`config.mk`:
```
export PLATFORM = sky130hd
export DESIGN_NAME = chrclk_gen
export DESIGN_NICKNAME = d
export VERILOG_FILES = /design/src/rtl/chrclk_pkg.sv /design/src/rtl/chrclk_regs.sv /design/src/rtl/chrclk_seq_fsm.sv /design/src/rtl/chrclk_dot_ctr.sv /design/src/rtl/chrclk_gen.sv
export SDC_FILE = /design/constraint.sdc
export NUM_CORES = 1
export LEC_CHECK = 0
export BUFFER_PORTS_ARGS = -buffer_cell sky130_fd_sc_hd__buf_2
export CAP_MARGIN = 20
export CORE_UTILIZATION = 45
export DETAILED_ROUTE_END_ITERATION = 10
export PLACE_DENSITY = 0.79
export SETUP_SLACK_MARGIN = 0.5
export SYNTH_ARGS = -nofsm -noshare
export SYNTH_HDL_FRONTEND = slang
export SYNTH_HIERARCHICAL = 1
export SYNTH_SLANG_ARGS = --single-unit
```
`constraint.sdc`:
```
create_clock -name clk -period 2 [get_ports clk]
set_input_delay 0 -clock clk [delete_from_list [all_inputs] [get_ports clk]]
set_output_delay 0 -clock clk [all_outputs]
set_load 0.05 [all_outputs]
```
`src/rtl/chrclk_pkg.sv`:
```
package chrclk_pkg;

    typedef enum logic [0:0] {
        ST_HOLD = 1'b0,
        ST_RUN  = 1'b1
    } seq_state_e;

    localparam int CELL_NARROW = 8;
    localparam int CELL_WIDE   = 9;

    localparam int IDX_CTRL = 0;
    localparam int IDX_MODE = 1;

    localparam int HALT_BIT = 1;
    localparam int NINE_BIT = 0;
    localparam int HALF_BIT = 3;

endpackage

```
`src/rtl/chrclk_regs.sv`:
```
module chrclk_regs
    import chrclk_pkg::*;
#(
    parameter int DATA_W = 8
) (
    input  logic              clk,
    input  logic              rst_n,
    input  logic              idx_we,
    input  logic              data_we,
    input  logic [DATA_W-1:0] wdata,
    output logic [DATA_W-1:0] rd_data,
    output logic              cfg_halt,
    output logic              cfg_nine,
    output logic              cfg_half
);

    localparam logic [DATA_W-1:0] CTRL_MASK = DATA_W'(1) << HALT_BIT;
    localparam logic [DATA_W-1:0] MODE_MASK = (DATA_W'(1) << NINE_BIT) | (DATA_W'(1) << HALF_BIT);

    logic [DATA_W-1:0] idx_q;
    logic [DATA_W-1:0] ctrl_q;
    logic [DATA_W-1:0] mode_q;
    logic              sel_ctrl;
    logic              sel_mode;

    assign sel_ctrl = (idx_q == DATA_W'(IDX_CTRL));
    assign sel_mode = (idx_q == DATA_W'(IDX_MODE));

    always_ff @(posedge clk) begin
        if (!rst_n) begin
            idx_q  <= '0;
            ctrl_q <= '0;
            mode_q <= '0;
        end else begin
            if (idx_we) begin
                idx_q <= wdata;
            end
            if (data_we && sel_ctrl) begin
                ctrl_q <= wdata & CTRL_MASK;
            end
            if (data_we && sel_mode) begin
                mode_q <= wdata & MODE_MASK;
            end
        end
    end

    always_comb begin
        rd_data = '0;
        if (sel_ctrl) begin
            rd_data = ctrl_q;
        end else if (sel_mode) begin
            rd_data = mode_q;
        end
    end

    assign cfg_halt = ctrl_q[HALT_BIT];
    assign cfg_nine = mode_q[NINE_BIT];
    assign cfg_half = mode_q[HALF_BIT];

    // a data write aimed at an unmapped index leaves both registers alone
    p_unmapped_quiet_r2: assert property (@(posedge clk) disable iff (!rst_n)
        (data_we && !idx_we && idx_q > DATA_W'(IDX_MODE)) |=> ($stable(ctrl_q) && $stable(mode_q)));

endmodule

```
`src/rtl/chrclk_seq_fsm.sv`:
```
module chrclk_seq_fsm
    import chrclk_pkg::*;
(
    input  logic clk,
    input  logic rst_n,
    input  logic cfg_halt,
    input  logic cfg_nine,
    input  logic cfg_half,
    input  logic cclk_en,
    output logic run,
    output logic nine_act,
    output logic half_act
);

    seq_state_e state_q;
    seq_state_e state_d;
    logic       mode_load;

    // next-state logic
    always_comb begin
        state_d = state_q;
        unique case (state_q)
            ST_HOLD: if (!cfg_halt) state_d = ST_RUN;
            ST_RUN:  if (cfg_halt)  state_d = ST_HOLD;
        endcase
    end

    // state register
    always_ff @(posedge clk) begin
        if (!rst_n) begin
            state_q <= ST_HOLD;
        end else begin
            state_q <= state_d;
        end
    end

    // outputs
    always_comb begin
        run       = 1'b0;
        mode_load = 1'b1;
        unique case (state_q)
            ST_HOLD: begin
                run       = 1'b0;
                mode_load = 1'b1;
            end
            ST_RUN: begin
                run       = 1'b1;
                mode_load = cclk_en;
            end
        endcase
    end

    // active mode, swapped only at a cell boundary or while holding
    always_ff @(posedge clk) begin
        if (!rst_n) begin
            nine_act <= 1'b0;
            half_act <= 1'b0;
        end else if (mode_load) begin
            nine_act <= cfg_nine;
            half_act <= cfg_half;
        end
    end

    // the active width changes only after a cell end or a held clock
    p_width_at_boundary_r7: assert property (@(posedge clk) disable iff (!rst_n)
        (nine_act != $past(nine_act)) |-> $past(cclk_en || state_q == ST_HOLD));

    // the same rule for the rate
    p_rate_at_boundary_r7: assert property (@(posedge clk) disable iff (!rst_n)
        (half_act != $past(half_act)) |-> $past(cclk_en || state_q == ST_HOLD));

endmodule

```
`src/rtl/chrclk_dot_ctr.sv`:
```
module chrclk_dot_ctr
    import chrclk_pkg::*;
#(
    parameter int DOT_W = 4
) (
    input  logic             clk,
    input  logic             rst_n,
    input  logic             run,
    input  logic             nine_act,
    input  logic             half_act,
    output logic             dot_en,
    output logic             cclk_en,
    output logic [DOT_W-1:0] dot_idx
);

    localparam logic [DOT_W-1:0] LAST_NARROW = DOT_W'(CELL_NARROW - 1);
    localparam logic [DOT_W-1:0] LAST_WIDE   = DOT_W'(CELL_WIDE - 1);

    logic phase_q;
    logic last_dot;

    always_ff @(posedge clk) begin
        if (!rst_n || !run) begin
            phase_q <= 1'b0;
        end else if (half_act) begin
            phase_q <= ~phase_q;
        end else begin
            phase_q <= 1'b0;
        end
    end

    assign dot_en   = run && (!half_act || phase_q);
    assign last_dot = (dot_idx == (nine_act ? LAST_WIDE : LAST_NARROW));
    assign cclk_en  = dot_en && last_dot;

    always_ff @(posedge clk) begin
        if (!rst_n || !run) begin
            dot_idx <= '0;
        end else if (dot_en) begin
            dot_idx <= last_dot ? '0 : dot_idx + 1'b1;
        end
    end

    // a character pulse is always followed by dot 0
    p_wrap_after_pulse_r3: assert property (@(posedge clk) disable iff (!rst_n)
        cclk_en |=> (dot_idx == '0));

    // the index never passes the last dot of the active width
    p_idx_in_cell_r4: assert property (@(posedge clk) disable iff (!rst_n)
        nine_act ? (dot_idx <= LAST_WIDE) : (dot_idx <= LAST_NARROW));

    // at half rate a dot inside a cell is followed by an empty clock
    p_half_alternates_r5: assert property (@(posedge clk) disable iff (!rst_n)
        (half_act && dot_en && !cclk_en) |=> !dot_en);

    // a second held clock shows a zero index and no pulse
    p_hold_quiet_r6: assert property (@(posedge clk) disable iff (!rst_n)
        (!run && $past(!run)) |-> (dot_idx == '0 && !cclk_en));

    // entering the running state starts at dot 0
    p_restart_zero_r8: assert property (@(posedge clk) disable iff (!rst_n)
        $rose(run) |-> (dot_idx == '0));

endmodule

```
`src/rtl/chrclk_gen.sv`:
```
module chrclk_gen
    import chrclk_pkg::*;
#(
    parameter int DATA_W = 8,
    parameter int DOT_W  = 4
) (
    input  logic              clk,
    input  logic              rst_n,
    input  logic              idx_we,
    input  logic              data_we,
    input  logic [DATA_W-1:0] wdata,
    output logic [DATA_W-1:0] rd_data,
    output logic              cclk_en,
    output logic              dot_en,
    output logic [DOT_W-1:0]  dot_idx
);

    logic cfg_halt;
    logic cfg_nine;
    logic cfg_half;
    logic run;
    logic nine_act;
    logic half_act;

    chrclk_regs #(.DATA_W(DATA_W)) u_regs (
        .clk      (clk),
        .rst_n    (rst_n),
        .idx_we   (idx_we),
        .data_we  (data_we),
        .wdata    (wdata),
        .rd_data  (rd_data),
        .cfg_halt (cfg_halt),
        .cfg_nine (cfg_nine),
        .cfg_half (cfg_half)
    );

    chrclk_seq_fsm u_fsm (
        .clk      (clk),
        .rst_n    (rst_n),
        .cfg_halt (cfg_halt),
        .cfg_nine (cfg_nine),
        .cfg_half (cfg_half),
        .cclk_en  (cclk_en),
        .run      (run),
        .nine_act (nine_act),
        .half_act (half_act)
    );

    chrclk_dot_ctr #(.DOT_W(DOT_W)) u_dots (
        .clk      (clk),
        .rst_n    (rst_n),
        .run      (run),
        .nine_act (nine_act),
        .half_act (half_act),
        .dot_en   (dot_en),
        .cclk_en  (cclk_en),
        .dot_idx  (dot_idx)
    );

    // nothing moves while reset is held
    p_reset_idle_r1: assert property (@(posedge clk)
        $past(!rst_n) |-> (dot_idx == '0));

    // a character pulse only lands on a dot clock
    p_pulse_on_dot_r5: assert property (@(posedge clk) disable iff (!rst_n)
        cclk_en |-> dot_en);

endmodule

```
==> impl_summary.txt, run 1 <==
----------------------------------------------------
[Detailed routing]
  Drt total wl ... 1970 um
  Via count ... 809
  Final antenna-violating net count ... 0
  DRC viols ... 0
  First-iteration detailed-routing DRC count ... 25
  Drt first pass iters ... 4
  DR vias/cell ... 5.15
  Wire per inst ... between 10 and 15 um

[Global route]
  Pin count of the biggest net entering global routing ... 22
  Vias in the first global route ... roughly 680
  Wire length of the first global-routing pass ... ~2700 um
  Global-route total usage across every layer ... 16.9%
  Number of antenna violations at the first check in global routing ... 0
  GRT overflow ... 0

[Worst setup path]
  Count of cells along the worst register-to-register path ... 6
  CP required ... 2.00 ns
  Data arrival time of the critical path ... around 1.5 ns
  Crit start category ... flip-flop
  Max Fanout on Critical Path ... 2
  Origin of the worst setup path ... u_dots/phase_q
  Start of the worst register-to-register path ... u_dots/phase_q
  Register-to-register path setup slack ... 0.52 ns
  Setup crit end kind ... primary output
  Startpoint-to-endpoint class of the critical path ... reg2out

[Run]
  Total of max-cap violations ... 0

[Final layout]
  Total number of nets in the final design ... roughly 140
  Layout area overhead ... 33.2%
  Final core utilization ... 63.7%
  # diodes ... 0
  Share of post-route cells with drive strength above 1 ... 39.2%
  Number of inserted filler cells in the final layout ... 183

[Clock tree]
  Deepest level of the CTS H-tree ... 1
  Clock tree buffer depth ... 2
  Clk pin slew, worst setup/hold paths ... 0.11 ns
  # clock sinks ... 19
  Number of buffers created by CTS ... 3
  Clock root buffer ... clkbuf_4
  Clock tree from TritonCTS ... built
  Clk Latency, worst-skew pair ... 0.29 ns

[STA]
  Final critical-path share of the clock period ... 75.4%
  Number of setup violations in the final report ... 0
  Min Clock Period, post-route ... 1.51 ns
  Accumulated negative setup slack ... 0 ns
  Final Skew ... 0.00723 ns
  Max Transition Viols Final ... 0
  Highest clock rate ... between 600 and 700 MHz
  Count of endpoints failing hold in the final timing report ... 0
  Setup repair after global routing missed its margin ... yes

[Power and ir drop]
  Max IR drop VDD ... 0.000428 V
  Leakage Power ... 0.558 nW
  Power density of the placed cells ... around 590 nW/um2

[Logic synthesis]
  Fraction of the yosys area taken by sequential cells ... 40.5%
  Synthesized instance count ... 98
  Flops & latches, synth ... 19
  Post-synthesis instance area ... 938 um2
  Total number of yosys warnings ... 6
  Syn_area_per_cell ... 9.58 um2
  Count of unique library cells instantiated by Yosys ... 35

[Die]
  Width of the chip ... 47.7 um
  Core footprint ... 1960 um2
  Height of the chip ... between 40 and 50 um
  Number of rows created at floorplan ... 16
  Total die area ... 2270 um2
  Top Ports ... 26
  Initial Utilization ... 47.8%

[Hold path]
  Type of the tightest min-delay check ... in2reg
  Cells on Worst Hold Path ... 3
  Startpoint of the worst hold path ... data_we

[Placement]
  Port buffer count ... 20
  Weighted congestion reported at the end of routability-driven placement ... approximately 0.77
  Post-detail-place hpwl ... approximately 1300 um

[Run status]
  Status ... finished, final reports clean

----------------------------------------------------
==> per-layer routing <==
layer,track usage [%],vias to the layer above,wire length [um]
li1,-,402,-
met1,19.5,372,842
met2,30.4,31,1040
met3,3.40,4,74
met4,6.67,0,13
met5,0,-,0
==> state kept, by name, indices dropped and copies added, names as in the netlist <==
name            cells
u_dots/phase_q      1
u_fsm/state_q       1
u_dots/dot_idx      4
u_fsm/half_act      1
u_regs/ctrl_q       1
u_regs/mode_q       2
u_fsm/nine_act      1
u_regs/idx_q        8
==> cell type report <==
type	instances	area [um2]	share of cell area, %
inverters	2	7.51	0.601
flip-flops and latches	19	397	31.7
multi-input cells	74	549	43.9
repair buffers	31	235	18.8
clock inverters	1	5.00	0.400
well taps	27	33.8	2.70
clock buffers	3	22.5	1.80
==> through the flow <==
stage | hold slack [ns] | total power, W | std cells | setup slack, ns | area, um2
3_5_place_dp | 0.263 | 0.000529 | 142 | 0.626 | 1070
4_1_cts | 0.00570 | 0.000736 | 157 | 0.459 | 1230
3_3_place_gp | 0.256 | 0.000526 | 142 | 0.635 | 1070
2_1_floorplan | 0.128 | 0.000509 | 102 | 0.474 | 980
5_1_grt | 0.0202 | 0.000769 | 157 | 0.434 | 1250
6_report | 0.0207 | 0.000731 | 157 | 0.493 | 1250
==> layout by cell type (no fill, tap or decap), drive strengths merged, types with 2 or more instances in the layout <==
master and instances:
mux2i 13, dlygate4sd3 8, nor2 3, o31ai 2, inv 2, nand4 2
conb 5, nand3 2, and2 2, dfxtp 19, nand2 13, nor2b 11
nor4 2, clkbuf 4, a211oi 2, and3 3, buf 22, a21oi 2
==> synth_stat cells <==
cell type  count  area [um2]
a211oi_2       1        12.5
and2_1         2        12.5
nand3_1        2        10.0
conb_1         1        3.75
and3_1         2        12.5
nand2_1       13        48.8
nor2_1         3        11.3
dfxtp_1       19         380
o21bai_1       1        7.51
nand4_1        1        6.26
or4_4          1        11.3
and2b_1        1        7.51
mux2i_1       13         130
nor2b_1       10        62.6
o31ai_1        2        15.0
ha_1           1        12.5
nor4_1         1        6.26
nor4_4         1        21.3
and4_2         1        10.0
nor2b_4        1        13.8
inv_2          2        7.51
nand4bb_1      1        11.3
o311ai_1       1        8.76
nand4_2        1        12.5
nor3_1         1        5.00
nand2b_1       1        6.26
or3_1          1        6.26
nand4b_1       1        8.76
buf_2          1        5.00
a211oi_1       1        7.51
buf_4          5        37.5
and3_2         1        7.51
a21oi_1        2        10.0
clkbuf_1       1        3.75
o21ai_0        1        5.00
==> worst max-delay path: stages (launching register included) <==
cell      delay, ns
dfxtp_2        0.34
and2b_2        0.21
or3_4          0.34
o21bai_4       0.16
buf_8          0.16
==> timing repair <==
| action | in CTS | in global routing |
|---|---|---|
| hold endpoints to repair | 11 | 0 |
| hold buffers | 8 | 0 |
| gates resized for setup | 12 | 8 |
| setup endpoints to repair | 3 | 6 |
| setup buffers | 3 | 0 |
| pin swaps | 3 | 5 |
==> cell families (layout without fill, tap and decap cells) <==
kind of cell / count (synthesis) / in the layout / share of synthesized area, %
AND/OR/NAND/NOR: 46 / 46 / 31.1
flip-flops: 19 / 19 / 40.5
multiplexers: 13 / 13 / 13.9
AO/OA/AOI/OAI: 9 / 9 / 7.07
buffers and inverters: 9 / 37 / 5.73
adder cells (fa/ha/maj): 1 / 1 / 1.33
other: 1 / 5 / 0.400
==> path summary, 6_finish.rpt <==
kind / end
setup reg to reg: u_fsm/half_act
setup / recovery: cclk_en
hold reg to reg: u_fsm/state_q
hold / removal: u_regs/ctrl_q[1]
==> power breakdown <==
group          switching [W]  internal [W]  leakage (nW)
combinational      0.0000761     0.0000567         0.381
sequential         0.0000178      0.000393         0.159
clock               0.000114     0.0000744        0.0177
No activity file was read; power rests on OpenSTA's default activity.
==> run 2, diff against run 1 <==
--- a/config.mk
+++ b/config.mk
@@ -9,7 +9,7 @@
 export CAP_MARGIN = 20
 export CORE_UTILIZATION = 45
 export DETAILED_ROUTE_END_ITERATION = 10
-export PLACE_DENSITY = 0.79
+export PLACE_DENSITY = 0.82
 export SETUP_SLACK_MARGIN = 0.5
 export SYNTH_ARGS = -nofsm -noshare
 export SYNTH_HDL_FRONTEND = slang
==> constraint.sdc (replaced) <==
create_clock -name clk -period 1.29 [get_ports clk]
set_input_delay 0 -clock clk [delete_from_list [all_inputs] [get_ports clk]]
set_output_delay 0 -clock clk [all_outputs]
set_load 0.05 [all_outputs]
==> run 2 against run 1 <==
Cell count increased by 8.9%. Sequential share of layout area fell by 5.8 points. The run now ends with negative setup slack left. Wire length up 31%. Largest cell class unchanged. First-iteration DRC count decreased by 40%. Via count rose by 8.4%. Worst setup slack lost 0.72 ns. Critical path type unchanged.
==> impl_summary.txt, run 2 (synthesis gave the netlist of run 1 again) <==
----------------------------------------------------
[STA]
  Final Skew ... 0.00477 ns (was 0.00723 ns)
  Final critical-path share of the clock period ... 117%
  Count of endpoints failing hold in the final timing report ... 0 (unchanged)
  Highest clock rate ... 661 MHz
  Max Transition Viols Final ... 0 (unchanged)
  Accumulated negative setup slack ... -1.72 ns (was 0 ns)
  Min Clock Period, post-route ... 1.51 ns
  Worst setup slack after layout ... -0.223 ns (was 0.493 ns)
  Worst hold slack across all endpoints ... 0.105 ns (was 0.0207 ns)
  Number of setup violations in the final report ... 12 (was 0)
  Setup repair after global routing missed its margin ... yes (unchanged)

[Die]
  Total die area ... 2270 um2 (unchanged)
  Height of the chip ... 47.7 um (unchanged)
  Initial Utilization ... 47.8% (unchanged)
  Width of the chip ... 47.7 um (unchanged)
  Number of rows created at floorplan ... 16 (unchanged)
  Core footprint ... 1960 um2 (unchanged)
  Top Ports ... 26 (unchanged)

[Final layout]
  Number of flip-flops in the largest register ... 8 (unchanged)
  Leading registers by flop count ... u_regs/idx_q: 8 flops, u_dots/dot_idx: 4 flops, u_regs/mode_q: 2 flops (unchanged)
  Most used cells in the layout excluding fill and tap cells ... nand2_1 (13), mux2i_1 (13), dfxtp_1 (12), buf_2 (11), nor2b_1 (10) (was buf_2 (16), nand2_1 (13), mux2i_1 (13), nor2b_1 (10), dfxtp_1 (10))
  # diodes ... 0 (unchanged)
  Largest Register ... u_regs/idx_q (unchanged)
  Area of all placed cells without fillers ... 1540 um2 (was 1250 um2)
  Number of inserted filler cells in the final layout ... 129 (was 183)
  Total number of nets in the final design ... 158 (was 144)
  Share of post-route cells with drive strength above 1 ... 49.3% (was 39.2%)
  Layout area overhead ... 64.1% (was 33.2%)

[Detailed routing]
  DR vias/cell ... 5.13 (was 5.15)
  DRC viols ... 0 (unchanged)
  Final antenna-violating net count ... 0 (unchanged)
  Via count ... 877 (was 809)
  First-iteration detailed-routing DRC count ... 15 (was 25)
  Wire per inst ... 15.1 um (was 12.6 um)
  Drt first pass iters ... 4 (unchanged)
  Drt total wl ... 2580 um (was 1970 um)

[Worst setup path]
  Crit start category ... flip-flop (unchanged)
  Endpoint of the worst register-to-register path ... u_dots/dot_idx[3] (was u_fsm/half_act)
  Start of the worst register-to-register path ... u_dots/phase_q (unchanged)
  Setup crit end kind ... primary output (unchanged)
  Data arrival time of the critical path ... 1.51 ns (about the same)
  Origin of the worst setup path ... u_dots/phase_q (unchanged)
  Register-to-register path setup slack ... -0.20 ns (was 0.52 ns)
  CP required ... 1.29 ns (was 2.00 ns)
  Max Fanout on Critical Path ... 2 (unchanged)
  Count of cells along the worst register-to-register path ... 5 (was 6)
  Startpoint-to-endpoint class of the critical path ... reg2out (unchanged)

[Power and ir drop]
  Power density of the placed cells ... 797 nW/um2 (was 585 nW/um2)
  Register share of total power ... 51.9% (was 56.1%)
  Total internal power ... 0.000859 W (was 0.000524 W)
  Leakage Power ... 0.654 nW (was 0.558 nW)
  Clock network fraction of total power ... 25.4% (was 25.7%)
  Switching share of power ... 30.0% (was 28.4%)
  Part of the power in combinational logic ... 22.8% (was 18.2%)
  Power dissipated by switching net loads ... 0.000368 W (was 0.000208 W)
  Max IR drop VDD ... 0.000741 V (was 0.000428 V)

[Placement]
  Port buffer count ... 20 (unchanged)
  Weighted congestion reported at the end of routability-driven placement ... 0.777 (was 0.774)
  Post-detail-place hpwl ... 1400 um (was 1310 um)
  DP Area ... 1160 um2 (was 1070 um2)

[Run]
  Total of max-cap violations ... 0 (unchanged)

[Global route]
  Pin count of the biggest net entering global routing ... 22 (unchanged)
  Vias in the first global route ... 856 (was 678)
  Wire length of the first global-routing pass ... 3710 um (was 2700 um)
  Number of antenna violations at the first check in global routing ... 0 (unchanged)
  GRT overflow ... 0 (unchanged)
  Global-route total usage across every layer ... 24.3% (was 16.9%)

[Hold path]
  Endpoint of the worst hold path ... u_fsm/half_act (was u_regs/ctrl_q[1])
  Startpoint of the worst hold path ... rst_n (was data_we)
  Cells on Worst Hold Path ... 3 (unchanged)
  Type of the tightest min-delay check ... in2reg (unchanged)

[Clock tree]
  Number of buffers created by CTS ... 3 (unchanged)
  Clk Latency, worst-skew pair ... 0.30 ns (was 0.29 ns)
  Clock tree buffer depth ... 2 (unchanged)
  Clock root buffer ... clkbuf_4 (unchanged)
  Deepest level of the CTS H-tree ... 1 (unchanged)
  # clock sinks ... 19 (unchanged)
  Clock tree from TritonCTS ... built (unchanged)
  Clk pin slew, worst setup/hold paths ... 0.11 ns (about the same)

[Run status]
  Status ... finished, violations left (was finished, final reports clean)
  Violated checks ... negative setup slack

----------------------------------------------------
[run 2: cell types whose count changed in the layout (fill, tap and decap cells not counted), sizes merged]
cell	delta
buf	+14
dlygate4sd3	+1
clkinv	-1
[run 2: cell type report]
class | count | area, um2 | share of cell area (%)
Sequential cell | 19 | 399 | 25.9
Timing Repair Buffer | 45 | 427 | 27.7
Clock buffer | 4 | 26.3 | 1.71
Inverter | 2 | 7.51 | 0.487
Multi-Input combinational cell | 74 | 647 | 42.0
Tap cell | 27 | 33.8 | 2.19
[run 2: critical path, stage by stage (launching register included)]
cell and delay (ns):
dfxtp_2 0.35, and2b_2 0.21, or3_4 0.34, o21bai_4 0.15, buf_8 0.16
[run 2: routing by layer]
layer / vias up / wire (um) / track usage [%]
met1: 402 / 1010 / 22.5
met5: - / 0 / 0
li1: 434 / - / -
met3: 7 / 86 / 5.66
met4: 0 / 52 / 12.2
met2: 34 / 1430 / 48.5
[run 2: worst max-delay path by stage]
stage / end
floorplan: u_fsm/half_act
global placement: u_fsm/half_act
detailed placement: u_dots/dot_idx[3]
CTS: cclk_en
global route: cclk_en
finish: cclk_en
[run 2: power by group through the flow]
stage,registers [W],logic [W],clock network [W]
finish,0.000636,0.000280,0.000311
global route,0.000640,0.000298,0.000352
CTS,0.000630,0.000243,0.000314
detailed placement,0.000643,0.000191,0
global placement,0.000642,0.000187,0
floorplan,0.000649,0.000143,0
[run 2: metrics by stage]
stage	power, W	std cells	util [%]	worst slack (ns)
3_3_place_gp	0.000828	148	59.1	-0.00369
4_1_cts	0.00119	167	74.4	-0.231
6_report	0.00123	171	78.5	-0.223
5_1_grt	0.00129	171	78.5	-0.276
3_5_place_dp	0.000834	148	59.1	-0.0530
2_1_floorplan	0.000792	102	-	-0.236
[run 2: timing repair]
item	CTS	global route
gates resized for setup	41	10
buffers inserted	6	4
setup endpoints to repair	19	19
hold endpoints to repair	11	0
pin swaps	9	5
hold buffers	9	0
